$ cat src/rtl/fetch_status_pkg.sv
package fetch_status_pkg;
  typedef enum logic [3:0] {
    ST_RUNNING    = 4'd0,
    ST_IDLE       = 4'd1,
    ST_SQUASHING  = 4'd2,
    ST_BLOCKED    = 4'd3,
    ST_WAIT_RESP  = 4'd4,
    ST_WAIT_RETRY = 4'd5,
    ST_ACC_DONE   = 4'd6,
    ST_TRAP       = 4'd7,
    ST_QUIESCE    = 4'd8
  } fetchStatus_e;

  typedef struct packed {
    logic loadPc;
    logic useDec;
    logic cancelMiss;
    logic captureTag;
    logic setRetry;
    logic clrRetry;
    logic lineSet;
    logic lineClr;
    logic dropResp;
  } fetchStrobe_t;
endpackage

$ cat src/rtl/fetch_stall_track.sv
module fetch_stall_track #(
  parameter int NUM_STAGES = 4
) (
  input  logic                  clk,
  input  logic                  rstN,
  input  logic [NUM_STAGES-1:0] blockIn,
  input  logic [NUM_STAGES-1:0] unblockIn,
  input  logic                  ctxSwitchIn,
  output logic                  stallAny
);
  logic [NUM_STAGES-1:0] flagsQ;
  logic [NUM_STAGES-1:0] flagsNext;

  for (genvar i = 0; i < NUM_STAGES; i++) begin : g_stage
    assign flagsNext[i] = (flagsQ[i] | blockIn[i]) & ~unblockIn[i];

    always_ff @(posedge clk) begin
      if (!rstN) flagsQ[i] <= 1'b0;
      else       flagsQ[i] <= flagsNext[i];
    end


    blk_unblk_excl_chk: assert property (@(posedge clk) disable iff (!rstN)
      !(blockIn[i] && unblockIn[i]));

    unblk_when_set_chk: assert property (@(posedge clk) disable iff (!rstN)
      unblockIn[i] |-> flagsQ[i]);

    blk_sticky_chk: assert property (@(posedge clk) disable iff (!rstN)
      blockIn[i] |=> flagsQ[i]);
  end

  assign stallAny = (|flagsNext) | ctxSwitchIn;
endmodule

$ cat src/rtl/fetch_status_ctrl.sv
module fetch_status_ctrl
  import fetch_status_pkg::*;
(
  input  logic         clk,
  input  logic         rstN,
  input  logic         startIn,
  input  logic         stallAny,
  input  logic         cmtSquashIn,
  input  logic         cmtStillSquashingIn,
  input  logic         decSquashIn,
  input  logic         reqFireIn,
  input  logic         reqAckIn,
  input  logic         respValidIn,
  input  logic         tagHit,
  input  logic         retryHeld,
  input  logic         retryGrantIn,
  input  logic         retryAckIn,
  input  logic         trapIn,
  input  logic         quiesceIn,
  input  logic         wakeIn,
  output fetchStatus_e status,
  output logic         statusChanged,
  output fetchStrobe_t strobe
);
  fetchStatus_e nxt;
  logic         accepted;

  always_comb begin
    nxt      = status;
    strobe   = '0;
    accepted = 1'b0;
    if (cmtSquashIn) begin
      nxt = ST_SQUASHING;
      strobe.loadPc = 1'b1;
      strobe.cancelMiss = 1'b1;
    end else if (cmtStillSquashingIn) begin
      nxt = ST_SQUASHING;
    end else if (decSquashIn && status != ST_SQUASHING) begin
      nxt = ST_SQUASHING;
      strobe.loadPc = 1'b1;
      strobe.useDec = 1'b1;
      strobe.cancelMiss = 1'b1;
    end else if (stallAny && status != ST_WAIT_RESP) begin
      nxt = ST_BLOCKED;
    end else if (status == ST_BLOCKED || status == ST_SQUASHING) begin
      nxt = ST_RUNNING;
    end else if (respValidIn && status == ST_WAIT_RESP && tagHit) begin
      accepted = 1'b1;
      strobe.lineSet = 1'b1;
      nxt = stallAny ? ST_BLOCKED : ST_ACC_DONE;
    end else begin
      case (status)
        ST_IDLE: if (startIn) nxt = ST_RUNNING;
        ST_RUNNING, ST_ACC_DONE: begin
          if (trapIn)          nxt = ST_TRAP;
          else if (quiesceIn)  nxt = ST_QUIESCE;
          else if (reqFireIn && !retryHeld) begin
            strobe.captureTag = 1'b1;
            strobe.lineClr = 1'b1;
            if (reqAckIn) nxt = ST_WAIT_RESP;
            else begin
              nxt = ST_WAIT_RETRY;
              strobe.setRetry = 1'b1;
            end
          end
        end
        ST_WAIT_RETRY: if (retryGrantIn && retryAckIn) begin
          nxt = ST_WAIT_RESP;
          strobe.clrRetry = 1'b1;
        end
        ST_TRAP, ST_QUIESCE: if (wakeIn) nxt = ST_RUNNING;
        default: nxt = status;
      endcase
    end
    strobe.dropResp = respValidIn && !accepted;
  end

  always_ff @(posedge clk) begin
    if (!rstN) begin
      status        <= ST_IDLE;
      statusChanged <= 1'b0;
    end else begin
      status        <= nxt;
      statusChanged <= (nxt != status);
    end
  end


  cmt_squash_chk: assert property (@(posedge clk) disable iff (!rstN)
    cmtSquashIn |=> status == ST_SQUASHING);

  still_squash_chk: assert property (@(posedge clk) disable iff (!rstN)
    cmtStillSquashingIn |=> status == ST_SQUASHING);

  wait_resp_hold_chk: assert property (@(posedge clk) disable iff (!rstN)
    (status == ST_WAIT_RESP && !cmtSquashIn && !cmtStillSquashingIn &&
     !decSquashIn && !respValidIn) |=> status == ST_WAIT_RESP);

  chg_flag_chk: assert property (@(posedge clk) disable iff (!rstN)
    1'b1 |=> statusChanged == (status != $past(status)));
endmodule

$ cat src/rtl/fetch_status_dp.sv
module fetch_status_dp
  import fetch_status_pkg::*;
#(
  parameter int              ADDR_W     = 32,
  parameter int              TAG_W      = 4,
  parameter int              DROP_W     = 8,
  parameter int              INST_BYTES = 4,
  parameter logic [ADDR_W-1:0] RESET_PC = '0
) (
  input  logic              clk,
  input  logic              rstN,
  input  fetchStrobe_t      strobe,
  input  logic [ADDR_W-1:0] cmtRedirectIn,
  input  logic [ADDR_W-1:0] decRedirectIn,
  input  logic [TAG_W-1:0]  reqTagIn,
  input  logic [TAG_W-1:0]  respTagIn,
  output logic              tagHit,
  output logic              retryHeld,
  output logic              lineValid,
  output logic [ADDR_W-1:0] pc,
  output logic [ADDR_W-1:0] nextPc,
  output logic [ADDR_W-1:0] nextNextPc,
  output logic [DROP_W-1:0] dropCount
);
  localparam logic [ADDR_W-1:0] STEP1 = ADDR_W'(INST_BYTES);
  localparam logic [ADDR_W-1:0] STEP2 = ADDR_W'(2 * INST_BYTES);

  logic [TAG_W-1:0]  tagQ;
  logic              tagValid;
  logic [ADDR_W-1:0] redirect;

  assign redirect = strobe.useDec ? decRedirectIn : cmtRedirectIn;
  assign tagHit   = tagValid && (respTagIn == tagQ);

  always_ff @(posedge clk) begin
    if (!rstN) begin
      pc         <= RESET_PC;
      nextPc     <= RESET_PC + STEP1;
      nextNextPc <= RESET_PC + STEP2;
      tagQ       <= '0;
      tagValid   <= 1'b0;
      retryHeld  <= 1'b0;
      lineValid  <= 1'b0;
      dropCount  <= '0;
    end else begin
      if (strobe.loadPc) begin
        pc         <= redirect;
        nextPc     <= redirect + STEP1;
        nextNextPc <= redirect + STEP2;
      end
      if (strobe.captureTag) begin
        tagQ     <= reqTagIn;
        tagValid <= 1'b1;
      end else if (strobe.cancelMiss || strobe.lineSet) begin
        tagValid <= 1'b0;
      end
      if (strobe.setRetry)                         retryHeld <= 1'b1;
      else if (strobe.clrRetry || strobe.cancelMiss) retryHeld <= 1'b0;
      if (strobe.lineSet)      lineValid <= 1'b1;
      else if (strobe.lineClr) lineValid <= 1'b0;
      if (strobe.dropResp) dropCount <= dropCount + 1'b1;
    end
  end


  redirect_pc_chk: assert property (@(posedge clk) disable iff (!rstN)
    (strobe.loadPc && !strobe.useDec) |=>
      (pc == $past(cmtRedirectIn) && nextPc == pc + STEP1 && nextNextPc == pc + STEP2));

  drop_count_chk: assert property (@(posedge clk) disable iff (!rstN)
    strobe.dropResp |=> dropCount == DROP_W'($past(dropCount) + 1'b1));

  retry_release_chk: assert property (@(posedge clk) disable iff (!rstN)
    strobe.cancelMiss |=> !retryHeld);
endmodule

$ cat src/rtl/fetch_status_ctl.sv
module fetch_status_ctl
  import fetch_status_pkg::*;
#(
  parameter int              NUM_STAGES = 4,
  parameter int              ADDR_W     = 32,
  parameter int              TAG_W      = 4,
  parameter int              DROP_W     = 8,
  parameter int              INST_BYTES = 4,
  parameter logic [ADDR_W-1:0] RESET_PC = 32'h0000_1000
) (
  input  logic                  clk,
  input  logic                  rstN,
  input  logic                  startIn,
  input  logic [NUM_STAGES-1:0] blockIn,
  input  logic [NUM_STAGES-1:0] unblockIn,
  input  logic                  ctxSwitchIn,
  input  logic                  cmtSquashIn,
  input  logic [ADDR_W-1:0]     cmtRedirectIn,
  input  logic                  cmtStillSquashingIn,
  input  logic                  decSquashIn,
  input  logic [ADDR_W-1:0]     decRedirectIn,
  input  logic                  reqFireIn,
  input  logic                  reqAckIn,
  input  logic [TAG_W-1:0]      reqTagIn,
  input  logic                  respValidIn,
  input  logic [TAG_W-1:0]      respTagIn,
  input  logic                  retryGrantIn,
  input  logic                  retryAckIn,
  input  logic                  trapIn,
  input  logic                  quiesceIn,
  input  logic                  wakeIn,
  output logic [3:0]            statusOut,
  output logic                  statusChangedOut,
  output logic [ADDR_W-1:0]     pcOut,
  output logic [ADDR_W-1:0]     nextPcOut,
  output logic [ADDR_W-1:0]     nextNextPcOut,
  output logic                  cacheBlockedOut,
  output logic                  lineValidOut,
  output logic [DROP_W-1:0]     dropCountOut
);
  logic         stallAny;
  logic         tagHit;
  logic         retryHeld;
  fetchStatus_e status;
  fetchStrobe_t strobe;

  fetch_stall_track #(.NUM_STAGES(NUM_STAGES)) u_stall (
    .clk(clk), .rstN(rstN), .blockIn(blockIn), .unblockIn(unblockIn),
    .ctxSwitchIn(ctxSwitchIn), .stallAny(stallAny));

  fetch_status_ctrl u_ctrl (
    .clk(clk), .rstN(rstN), .startIn(startIn), .stallAny(stallAny),
    .cmtSquashIn(cmtSquashIn), .cmtStillSquashingIn(cmtStillSquashingIn),
    .decSquashIn(decSquashIn), .reqFireIn(reqFireIn), .reqAckIn(reqAckIn),
    .respValidIn(respValidIn), .tagHit(tagHit), .retryHeld(retryHeld),
    .retryGrantIn(retryGrantIn), .retryAckIn(retryAckIn), .trapIn(trapIn),
    .quiesceIn(quiesceIn), .wakeIn(wakeIn), .status(status),
    .statusChanged(statusChangedOut), .strobe(strobe));

  fetch_status_dp #(
    .ADDR_W(ADDR_W), .TAG_W(TAG_W), .DROP_W(DROP_W),
    .INST_BYTES(INST_BYTES), .RESET_PC(RESET_PC)
  ) u_dp (
    .clk(clk), .rstN(rstN), .strobe(strobe), .cmtRedirectIn(cmtRedirectIn),
    .decRedirectIn(decRedirectIn), .reqTagIn(reqTagIn), .respTagIn(respTagIn),
    .tagHit(tagHit), .retryHeld(retryHeld), .lineValid(lineValidOut),
    .pc(pcOut), .nextPc(nextPcOut), .nextNextPc(nextNextPcOut),
    .dropCount(dropCountOut));

  assign statusOut       = status;
  assign cacheBlockedOut = retryHeld;
endmodule

$ cat config.mk
export PLATFORM = sky130hd
export DESIGN_NAME = fetch_status_ctl
export DESIGN_NICKNAME = d
export VERILOG_FILES = /design/src/rtl/fetch_status_pkg.sv /design/src/rtl/fetch_stall_track.sv /design/src/rtl/fetch_status_ctrl.sv /design/src/rtl/fetch_status_dp.sv /design/src/rtl/fetch_status_ctl.sv
export SDC_FILE = /design/constraint.sdc
export NUM_CORES = 1
export LEC_CHECK = 0
export BUFFER_PORTS_ARGS = -buffer_cell sky130_fd_sc_hd__buf_2
export CORE_UTILIZATION = 50
export CTS_BUF_LIST = sky130_fd_sc_hd__clkbuf_16
export DETAILED_ROUTE_END_ITERATION = 8
export PLACE_DENSITY = 0.79
export REMOVE_ABC_BUFFERS = 1
export SKIP_LAST_GASP = 1
export SYNTH_ARGS = -nofsm -noshare
export SYNTH_HDL_FRONTEND = slang
export SYNTH_HIERARCHICAL = 1
export SYNTH_SLANG_ARGS = --single-unit
$ cat constraint.sdc
create_clock -name clk -period 3.74 [get_ports clk]
set_input_delay 0.374 -clock clk [delete_from_list [all_inputs] [get_ports clk]]
set_output_delay 0.374 -clock clk [all_outputs]
set_load 0.01 [all_outputs]
==> results of run 1 <==
## sequential cells by signal, indices dropped and copies added, names as in the netlist
register,cells
u_ctrl/status,4
u_ctrl/statusChanged,1
u_dp/dropCount,8
u_dp/lineValid,1
u_dp/nextNextPc,29
u_dp/nextPc,30
u_dp/pc,32
u_dp/retryHeld,1
u_dp/tagQ,4
u_dp/tagValid,1
u_stall/flagsQ,4
## per-layer routing
| layer | wire length, um | global-route usage (%) |
|---|---|---|
| met2 | 8692 | 46.46 |
| met1 | 8030 | 37.20 |
| met4 | 398 | 12.11 |
| met3 | 1501 | 6.908 |
| met5 | 0 | 0 |
## cells by family (layout without fill, tap and decap cells)
logic type | after synthesis | in the layout | share of synthesized area [%]
AOI/OAI and AO/OA | 172 | 172 | 19.45
muxes | 58 | 58 | 9.332
adders and majority gates | 3 | 3 | 0.6021
xor gates and xnor gates | 32 | 32 | 4.495
and+or+nand+nor | 292 | 292 | 23.70
buffers and inverters | 72 | 272 | 5.499
DFF | 115 | 115 | 36.93
## worst reg2reg max path: cells and delay by family (launching register included)
| family | cells | cell delay (ns) |
|---|---|---|
| and+or+nand+nor | 5 | 1.34 |
| DFF | 1 | 0.52 |
| AOI/OAI and AO/OA | 3 | 0.77 |
| muxes | 1 | 0.23 |
| adders and majority gates | 1 | 0.26 |
| buffers and inverters | 1 | 0.11 |
## synth_stat cells, types with 3 or more instances
master	n
a211o_1	3
a211oi_1	32
a21oi_1	32
a22oi_1	7
a22oi_2	3
a31o_1	5
and2_1	4
and3_1	7
buf_2	10
buf_4	10
buf_6	3
clkbuf_1	30
dfxtp_1	115
ha_1	3
inv_1	16
mux2i_1	57
nand2_1	58
nand2b_1	6
nand3_1	59
nand3b_1	15
nand4_1	18
nand4b_1	5
nor2_1	85
nor2b_1	4
nor3_1	7
nor3b_1	4
o211a_1	3
o21ai_0	31
o21ai_1	11
o22ai_1	4
o311ai_1	16
o31a_1	3
or4_1	3
xnor2_1	24
xor2_1	8
## where the power goes
part	switching (mW)	internal, mW
logic	0.345	0.232
clock network	0.556	1.09
registers	0.0471	1.31
## layout make-up
| cell class | instances | area [um^2] |
|---|---|---|
| timing repair buffer | 222 | 1166 |
| inverter | 18 | 67.56 |
| clock inverter | 15 | 171.4 |
| multi-input combinational | 557 | 3612 |
| clock buffer | 17 | 425.4 |
| sequential | 115 | 2302 |
| tap | 168 | 210.2 |
| fill | 1051 | 4106 |
## path summary, 6_finish.rpt
path / from / slack [ns] / cells past startpoint / end
worst min register to register: u_dp/pc[3]$_SDFFE_PN0P_ / 0.45 / 1 / u_dp/pc[3]$_SDFFE_PN0P_
worst max-delay path: u_ctrl/status[3]$_SDFF_PN0_ / 0.37 / 11 / u_dp/nextPc[23]$_SDFFE_PN0P_
worst min-delay path: unblockIn[3] / 0.14 / 2 / u_stall/flagsQ[3]$_SDFF_PN0_
worst max register to register: u_ctrl/status[3]$_SDFF_PN0_ / 0.37 / 11 / u_dp/nextPc[23]$_SDFFE_PN0P_
## through the flow
stage | power (mW) | cells
after floorplan | 1.704 | 690
after global placement | 1.944 | 1080
after detailed placement | 1.950 | 1080
after CTS | 3.595 | 1112
after global routing | 3.726 | 1112
final | 3.588 | 1112
==> report_table.html, run 1 <==
<table>
<tr><th>Metric</th><th>Value</th></tr>
<tr><th colspan="2">Outcome</th></tr>
<tr><td>Status</td><td>complete, no violations</td></tr>
<tr><th colspan="2">Yosys</th></tr>
<tr><td>Post-synth cell types</td><td>66</td></tr>
<tr><td>Average instance area after synthesis</td><td>8.380 um^2</td></tr>
<tr><td>Cell area after synthesis</td><td>0.006235 mm^2</td></tr>
<tr><td>Prevailing post-synth register cell</td><td>dfxtp_1</td></tr>
<tr><td>Number of flops mapped to enable cells by yosys</td><td>0</td></tr>
<tr><td>Syn Inst Count</td><td>744</td></tr>
<tr><td>Number of warning messages in the yosys log</td><td>6</td></tr>
<tr><td>Portion of the post-synthesis area used by sequential elements</td><td>36.93%</td></tr>
<tr><td>Most area-consuming cells after synthesis</td><td>dfxtp_1, mux2i_1, nor2_1, nand3_1, a211oi_1</td></tr>
<tr><td>Area share of the largest cell type after synthesis</td><td>36.93%</td></tr>
<tr><td>Share of flip-flops with an asynchronous set or reset after synthesis</td><td>0%</td></tr>
<tr><td>Number of synthesized register bits</td><td>115</td></tr>
<tr><td>Cell taking the most area after synthesis</td><td>dfxtp_1</td></tr>
<tr><th colspan="2">Timing</th></tr>
<tr><td>Clock period minus final worst setup slack</td><td>3.367 ns</td></tr>
<tr><td>Post-route clock skew</td><td>0.01395 ns</td></tr>
<tr><td>Slew Limit Headroom</td><td>52.22%</td></tr>
<tr><td>Top achievable clock speed</td><td>297.0 MHz</td></tr>
<tr><td>Number of hold violations in the final report</td><td>0</td></tr>
<tr><td>Unrepaired setup endpoints after global routing</td><td>no</td></tr>
<tr><td>Aggregate negative setup slack</td><td>0 ns</td></tr>
<tr><td>Final max-slew violation count</td><td>0</td></tr>
<tr><td>Worst hold margin</td><td>0.1361 ns</td></tr>
<tr><td>Share of the clock period used by the worst path</td><td>90.02%</td></tr>
<tr><td>Worst slew pin tran</td><td>0.7167 ns</td></tr>
<tr><td>Worst Slack Setup Final</td><td>0.3731 ns</td></tr>
<tr><td>Setup violation total in the final timing report</td><td>0</td></tr>
<tr><th colspan="2">Die</th></tr>
<tr><td># IOs</td><td>206</td></tr>
<tr><td>Initial Util</td><td>51.69%</td></tr>
<tr><td>Horizontal die dimension</td><td>113.7 um</td></tr>
<tr><td>Overall die height</td><td>113.7 um</td></tr>
<tr><td>Rows</td><td>40</td></tr>
<tr><td>Core box area</td><td>0.01206 mm^2</td></tr>
<tr><td>Die Footprint</td><td>0.01292 mm^2</td></tr>
<tr><th colspan="2">Critical path</th></tr>
<tr><td>Cell family contributing the most delay on the critical path</td><td>simple AND/OR/NAND/NOR gates</td></tr>
<tr><td>CP max stage cell</td><td>dfxtp_1</td></tr>
<tr><td>Crit-path max cell delay</td><td>0.52 ns</td></tr>
<tr><td>Biggest fanout along the worst timing path</td><td>11</td></tr>
<tr><td>Buffers plus inverters on the worst setup path</td><td>1</td></tr>
<tr><td>CP Data Required Time</td><td>4.02 ns</td></tr>
<tr><td>Critical Path Start Type</td><td>flop</td></tr>
<tr><td>Data arrival time at the worst-slack endpoint</td><td>3.65 ns</td></tr>
<tr><td>Sequence of cells on the critical path</td><td>or4b_4 -&gt; nand2_1 -&gt; nor3_4 -&gt; mux2i_1 -&gt; inv_1 -&gt; ha_1 -&gt; nand4b_1 -&gt; a22oi_2 -&gt; nand4_1 -&gt; o21ai_0 -&gt; o311ai_1</td></tr>
<tr><td>Sort of element at the end of the critical path</td><td>flop</td></tr>
<tr><td>Type of the setup path with the least slack</td><td>reg2reg</td></tr>
<tr><th colspan="2">Run</th></tr>
<tr><td>Max Cap Viol</td><td>0</td></tr>
<tr><th colspan="2">Drt</th></tr>
<tr><td>Residual DRC count</td><td>0</td></tr>
<tr><td>Remaining number of nets flagged by the antenna check after routing</td><td>0</td></tr>
<tr><td>Routed vias/inst</td><td>5.762</td></tr>
<tr><td>Length of the first detailed-routing pass in iterations</td><td>6</td></tr>
<tr><td>Vias</td><td>6407</td></tr>
<tr><td>Initial detailed-routing violation count</td><td>441</td></tr>
<tr><td>Routed wire length</td><td>18620 um</td></tr>
<tr><td>Average detailed-routed wire length per instance</td><td>16.75 um</td></tr>
<tr><th colspan="2">CTS</th></tr>
<tr><td>Root buffer cell</td><td>clkbuf_16</td></tr>
<tr><td>Longest Clk Path Bufs</td><td>2</td></tr>
<tr><td>Number of resized instances in the post-cts repair step</td><td>0</td></tr>
<tr><td>Post-CTS Setup Repair Bufs</td><td>0</td></tr>
<tr><td>Number of clock buffers inserted by TritonCTS</td><td>17</td></tr>
<tr><td>Clock tree from TritonCTS</td><td>built</td></tr>
<tr><td>CTS hold repair buffers</td><td>0</td></tr>
<tr><td># clock sinks</td><td>115</td></tr>
<tr><td>H-tree levels</td><td>4</td></tr>
<tr><td>Clock latency at the later pin of the worst-skew pair</td><td>0.42 ns</td></tr>
<tr><td>Clock transition at the registers of the reported paths</td><td>0.05 ns</td></tr>
<tr><th colspan="2">Global routing</th></tr>
<tr><td>Pin count of the biggest net entering global routing</td><td>74</td></tr>
<tr><td>First-pass GRT wire length</td><td>29170 um</td></tr>
<tr><td>Gr usage total</td><td>28.93%</td></tr>
<tr><td>Overall overflow remaining after global route</td><td>0</td></tr>
<tr><td>Number of global-route vias before repair</td><td>5904</td></tr>
<tr><td>Number of antenna violations at the first check in global routing</td><td>0</td></tr>
<tr><th colspan="2">Placement</th></tr>
<tr><td>Count of input and output buffers</td><td>205</td></tr>
<tr><td>Post-DP HPWL</td><td>13260 um</td></tr>
<tr><td>Place WS</td><td>0.2966 ns</td></tr>
<tr><td>Total cell area at the placement stage</td><td>0.007352 mm^2</td></tr>
<tr><td>Final weighted congestion in routability-driven placement</td><td>0.9240</td></tr>
<tr><th colspan="2">Layout</th></tr>
<tr><td>Util after Layout</td><td>65.95%</td></tr>
<tr><td>Fraction of layout cells with a size suffix above 1</td><td>28.92%</td></tr>
<tr><td>Area added between synthesis and finish</td><td>27.59%</td></tr>
<tr><td>Commonest cells after routing, fill and taps aside</td><td>buf_2, dfxtp_1, nor2_1</td></tr>
<tr><td>Number of diodes added for antenna fixing</td><td>0</td></tr>
<tr><td>Layout Nets</td><td>1029</td></tr>
<tr><td>Cell area after layout</td><td>0.007955 mm^2</td></tr>
<tr><td>Most common library cell in the layout ignoring fill and taps</td><td>buf_2</td></tr>
<tr><th colspan="2">Worst hold path</th></tr>
<tr><td>Path type of the worst min-delay path</td><td>in2reg</td></tr>
<tr><th colspan="2">Pwr</th></tr>
<tr><td>Power density over the cells</td><td>451.0 mW/mm^2</td></tr>
<tr><td>Peak ir drop on the vdd network</td><td>306.6 uV</td></tr>
<tr><td>Leakage power</td><td>3.505 nW</td></tr>
</table>
Power figures use the tool's default switching activity.
==> inputs of run 2 (changes only) <==
--- a/config.mk
+++ b/config.mk
@@ -6,10 +6,11 @@
 export NUM_CORES = 1
 export LEC_CHECK = 0
 export BUFFER_PORTS_ARGS = -buffer_cell sky130_fd_sc_hd__buf_2
+export CORE_ASPECT_RATIO = 0.8
 export CORE_UTILIZATION = 50
 export CTS_BUF_LIST = sky130_fd_sc_hd__clkbuf_16
 export DETAILED_ROUTE_END_ITERATION = 8
-export PLACE_DENSITY = 0.79
+export PLACE_DENSITY = 0.8
 export REMOVE_ABC_BUFFERS = 1
 export SKIP_LAST_GASP = 1
 export SYNTH_ARGS = -nofsm -noshare
==> report_table.html, run 2 (synthesized netlist as in run 1, its figures left out) <==
<table>
<tr><th>Metric</th><th>Value</th></tr>
<tr><th colspan="2">Outcome</th></tr>
<tr><td>Status</td><td>complete, no violations</td></tr>
<tr><th colspan="2">Die</th></tr>
<tr><td>Horizontal die dimension</td><td>126.8 um</td></tr>
<tr><td>Die Footprint</td><td>0.01292 mm^2</td></tr>
<tr><td>Core box area</td><td>0.01216 mm^2</td></tr>
<tr><td>Rows</td><td>36</td></tr>
<tr><td>Initial Util</td><td>51.27%</td></tr>
<tr><td>Overall die height</td><td>101.9 um</td></tr>
<tr><td># IOs</td><td>206</td></tr>
<tr><th colspan="2">Global routing</th></tr>
<tr><td>Overall overflow remaining after global route</td><td>0</td></tr>
<tr><td>Gr usage total</td><td>29.50%</td></tr>
<tr><td>First-pass GRT wire length</td><td>29830 um</td></tr>
<tr><td>Number of global-route vias before repair</td><td>5921</td></tr>
<tr><td>Pin count of the biggest net entering global routing</td><td>75</td></tr>
<tr><td>Number of antenna violations at the first check in global routing</td><td>1</td></tr>
<tr><th colspan="2">Timing</th></tr>
<tr><td>Post-route clock skew</td><td>0.009590 ns</td></tr>
<tr><td>Final max-slew violation count</td><td>0</td></tr>
<tr><td>Slew Limit Headroom</td><td>28.87%</td></tr>
<tr><td>Share of the clock period used by the worst path</td><td>93.10%</td></tr>
<tr><td>Worst slew pin tran</td><td>1.067 ns</td></tr>
<tr><td>Worst Slack Setup Final</td><td>0.2579 ns</td></tr>
<tr><td>Number of hold violations in the final report</td><td>0</td></tr>
<tr><td>Unrepaired setup endpoints after global routing</td><td>no</td></tr>
<tr><td>Clock period minus final worst setup slack</td><td>3.482 ns</td></tr>
<tr><td>Top achievable clock speed</td><td>287.2 MHz</td></tr>
<tr><td>Worst hold margin</td><td>0.1347 ns</td></tr>
<tr><td>Setup violation total in the final timing report</td><td>0</td></tr>
<tr><th colspan="2">Layout</th></tr>
<tr><td>Number of diodes added for antenna fixing</td><td>0</td></tr>
<tr><td>Fraction of layout cells with a size suffix above 1</td><td>29.13%</td></tr>
<tr><td>Area added between synthesis and finish</td><td>28.16%</td></tr>
<tr><td>Number of flip-flops under the largest register name</td><td>32</td></tr>
<tr><td>Cell area after layout</td><td>0.007990 mm^2</td></tr>
<tr><td>Largest registers</td><td>u_dp/pc x32, u_dp/nextPc x30, u_dp/nextNextPc x29</td></tr>
<tr><td>Register ranked first by flip-flop count</td><td>u_dp/pc</td></tr>
<tr><td>Most common library cell in the layout ignoring fill and taps</td><td>buf_2</td></tr>
<tr><td>Layout Nets</td><td>1029</td></tr>
<tr><td>Commonest cells after routing, fill and taps aside</td><td>buf_2, dfxtp_1, nor2_1</td></tr>
<tr><td>Filler Cell Count</td><td>1040</td></tr>
<tr><th colspan="2">Placement</th></tr>
<tr><td>Total cell area at the placement stage</td><td>0.007345 mm^2</td></tr>
<tr><td>Post-DP HPWL</td><td>13470 um</td></tr>
<tr><td>Final weighted congestion in routability-driven placement</td><td>0.9015</td></tr>
<tr><td>Count of input and output buffers</td><td>205</td></tr>
<tr><td>Place WS</td><td>0.2942 ns</td></tr>
<tr><th colspan="2">Critical path</th></tr>
<tr><td>Biggest fanout along the worst timing path</td><td>12</td></tr>
<tr><td>Sort of element at the end of the critical path</td><td>flop</td></tr>
<tr><td>Sequence of cells on the critical path</td><td>or4b_4 -&gt; nand2_1 -&gt; nor3_4 -&gt; mux2i_1 -&gt; inv_1 -&gt; ha_1 -&gt; nand4b_1 -&gt; a22oi_2 -&gt; nand4_1 -&gt; o21ai_0 -&gt; o311ai_1</td></tr>
<tr><td>Reg-to-reg setup timing slack</td><td>0.26 ns</td></tr>
<tr><td>Data arrival time at the worst-slack endpoint</td><td>3.76 ns</td></tr>
<tr><td>Critical Path Start Type</td><td>flop</td></tr>
<tr><td>CP Data Required Time</td><td>4.02 ns</td></tr>
<tr><td>Crit-path max cell delay</td><td>0.54 ns</td></tr>
<tr><td>Cell family contributing the most delay on the critical path</td><td>simple AND/OR/NAND/NOR gates</td></tr>
<tr><td>CP max stage cell</td><td>dfxtp_1</td></tr>
<tr><td>Type of the setup path with the least slack</td><td>reg2reg</td></tr>
<tr><td>Buffers plus inverters on the worst setup path</td><td>1</td></tr>
<tr><th colspan="2">CTS</th></tr>
<tr><td>Longest Clk Path Bufs</td><td>2</td></tr>
<tr><td>Clock transition at the registers of the reported paths</td><td>0.06 ns</td></tr>
<tr><td>Clock latency at the later pin of the worst-skew pair</td><td>0.42 ns</td></tr>
<tr><td>Post-CTS Setup Repair Bufs</td><td>0</td></tr>
<tr><td>Clock tree from TritonCTS</td><td>built</td></tr>
<tr><td># clock sinks</td><td>115</td></tr>
<tr><td>H-tree levels</td><td>4</td></tr>
<tr><td>Number of clock buffers inserted by TritonCTS</td><td>17</td></tr>
<tr><td>Root buffer cell</td><td>clkbuf_16</td></tr>
<tr><th colspan="2">Worst hold path</th></tr>
<tr><td>Path type of the worst min-delay path</td><td>in2reg</td></tr>
<tr><th colspan="2">Drt</th></tr>
<tr><td>Vias</td><td>6436</td></tr>
<tr><td>Average detailed-routed wire length per instance</td><td>17.40 um</td></tr>
<tr><td>Length of the first detailed-routing pass in iterations</td><td>5</td></tr>
<tr><td>Routed wire length</td><td>19070 um</td></tr>
<tr><td>Remaining number of nets flagged by the antenna check after routing</td><td>0</td></tr>
<tr><td>Routed vias/inst</td><td>5.872</td></tr>
<tr><td>Initial detailed-routing violation count</td><td>580</td></tr>
<tr><td>Residual DRC count</td><td>0</td></tr>
<tr><th colspan="2">Pwr</th></tr>
<tr><td>Peak ir drop on the vdd network</td><td>290.1 uV</td></tr>
<tr><td>Leakage power</td><td>3.515 nW</td></tr>
<tr><td>Power density over the cells</td><td>464.0 mW/mm^2</td></tr>
<tr><th colspan="2">Run</th></tr>
<tr><td>Max Cap Viol</td><td>0</td></tr>
</table>
run 2: cell types whose count changed in the layout (fill, tap and decap cells not counted), sizes merged:
cell and delta:
clkinvlp +3, inv +1, clkinv -5, bufinv +1
run 2: repair_timing:
item                                   in CTS  in global routing
gates resized for setup                     0                  1
setup endpoints to repair                   0                 13
hold buffers                                0                  0
endpoints found under the hold margin       0                  0
run 2: area by class of cell:
class                      instances  area [um^2]  area share, %
clock buffer                      17        425.4          5.324
clock inverter                    15        214.0          2.678
inverter                          18        67.56         0.8456
multi-input combinational        557         3612          45.21
sequential                       115         2302          28.81
tap                              152        190.2          2.380
timing repair buffer             222         1179          14.75
run 2: worst paths after layout:
check	start	to	cells past startpoint
max reg2reg	u_ctrl/status[2]$_SDFF_PN0_	u_dp/nextPc[23]$_SDFFE_PN0P_	11
min reg2reg	u_dp/nextPc[2]$_SDFFE_PN1P_	u_dp/nextPc[2]$_SDFFE_PN1P_	2
min	unblockIn[2]	u_stall/flagsQ[2]$_SDFF_PN0_	2
max	u_ctrl/status[2]$_SDFF_PN0_	u_dp/nextPc[23]$_SDFFE_PN0P_	11
run 2: power breakdown:
group / total [mW] / internal (mW) / switching, mW
logic: 0.580 / 0.234 / 0.346
registers: 1.36 / 1.31 / 0.0469
clock network: 1.77 / 1.18 / 0.592
total: 3.71 / 2.72 / 0.985
run 2: stage by stage:
step	utilization, %	power (mW)	setup TNS, ns	std cells
final	65.70	3.708	0	1096
after global routing	65.70	3.848	0	1096
after CTS	65.65	3.718	0	1096
after detailed placement	60.39	1.954	0	1064
after global placement	60.39	1.944	0	1064
after floorplan	-	1.704	-394.11	690
run 2: layer usage:
layer | vias up | part of all wire (%) | track usage (%)
met5 | - | 0.052 | 0
met4 | 2 | 1.6 | 9.524
met3 | 37 | 8.9 | 9.058
met2 | 294 | 45 | 47.30
met1 | 3000 | 45 | 38.20
li1 | 3103 | - | -
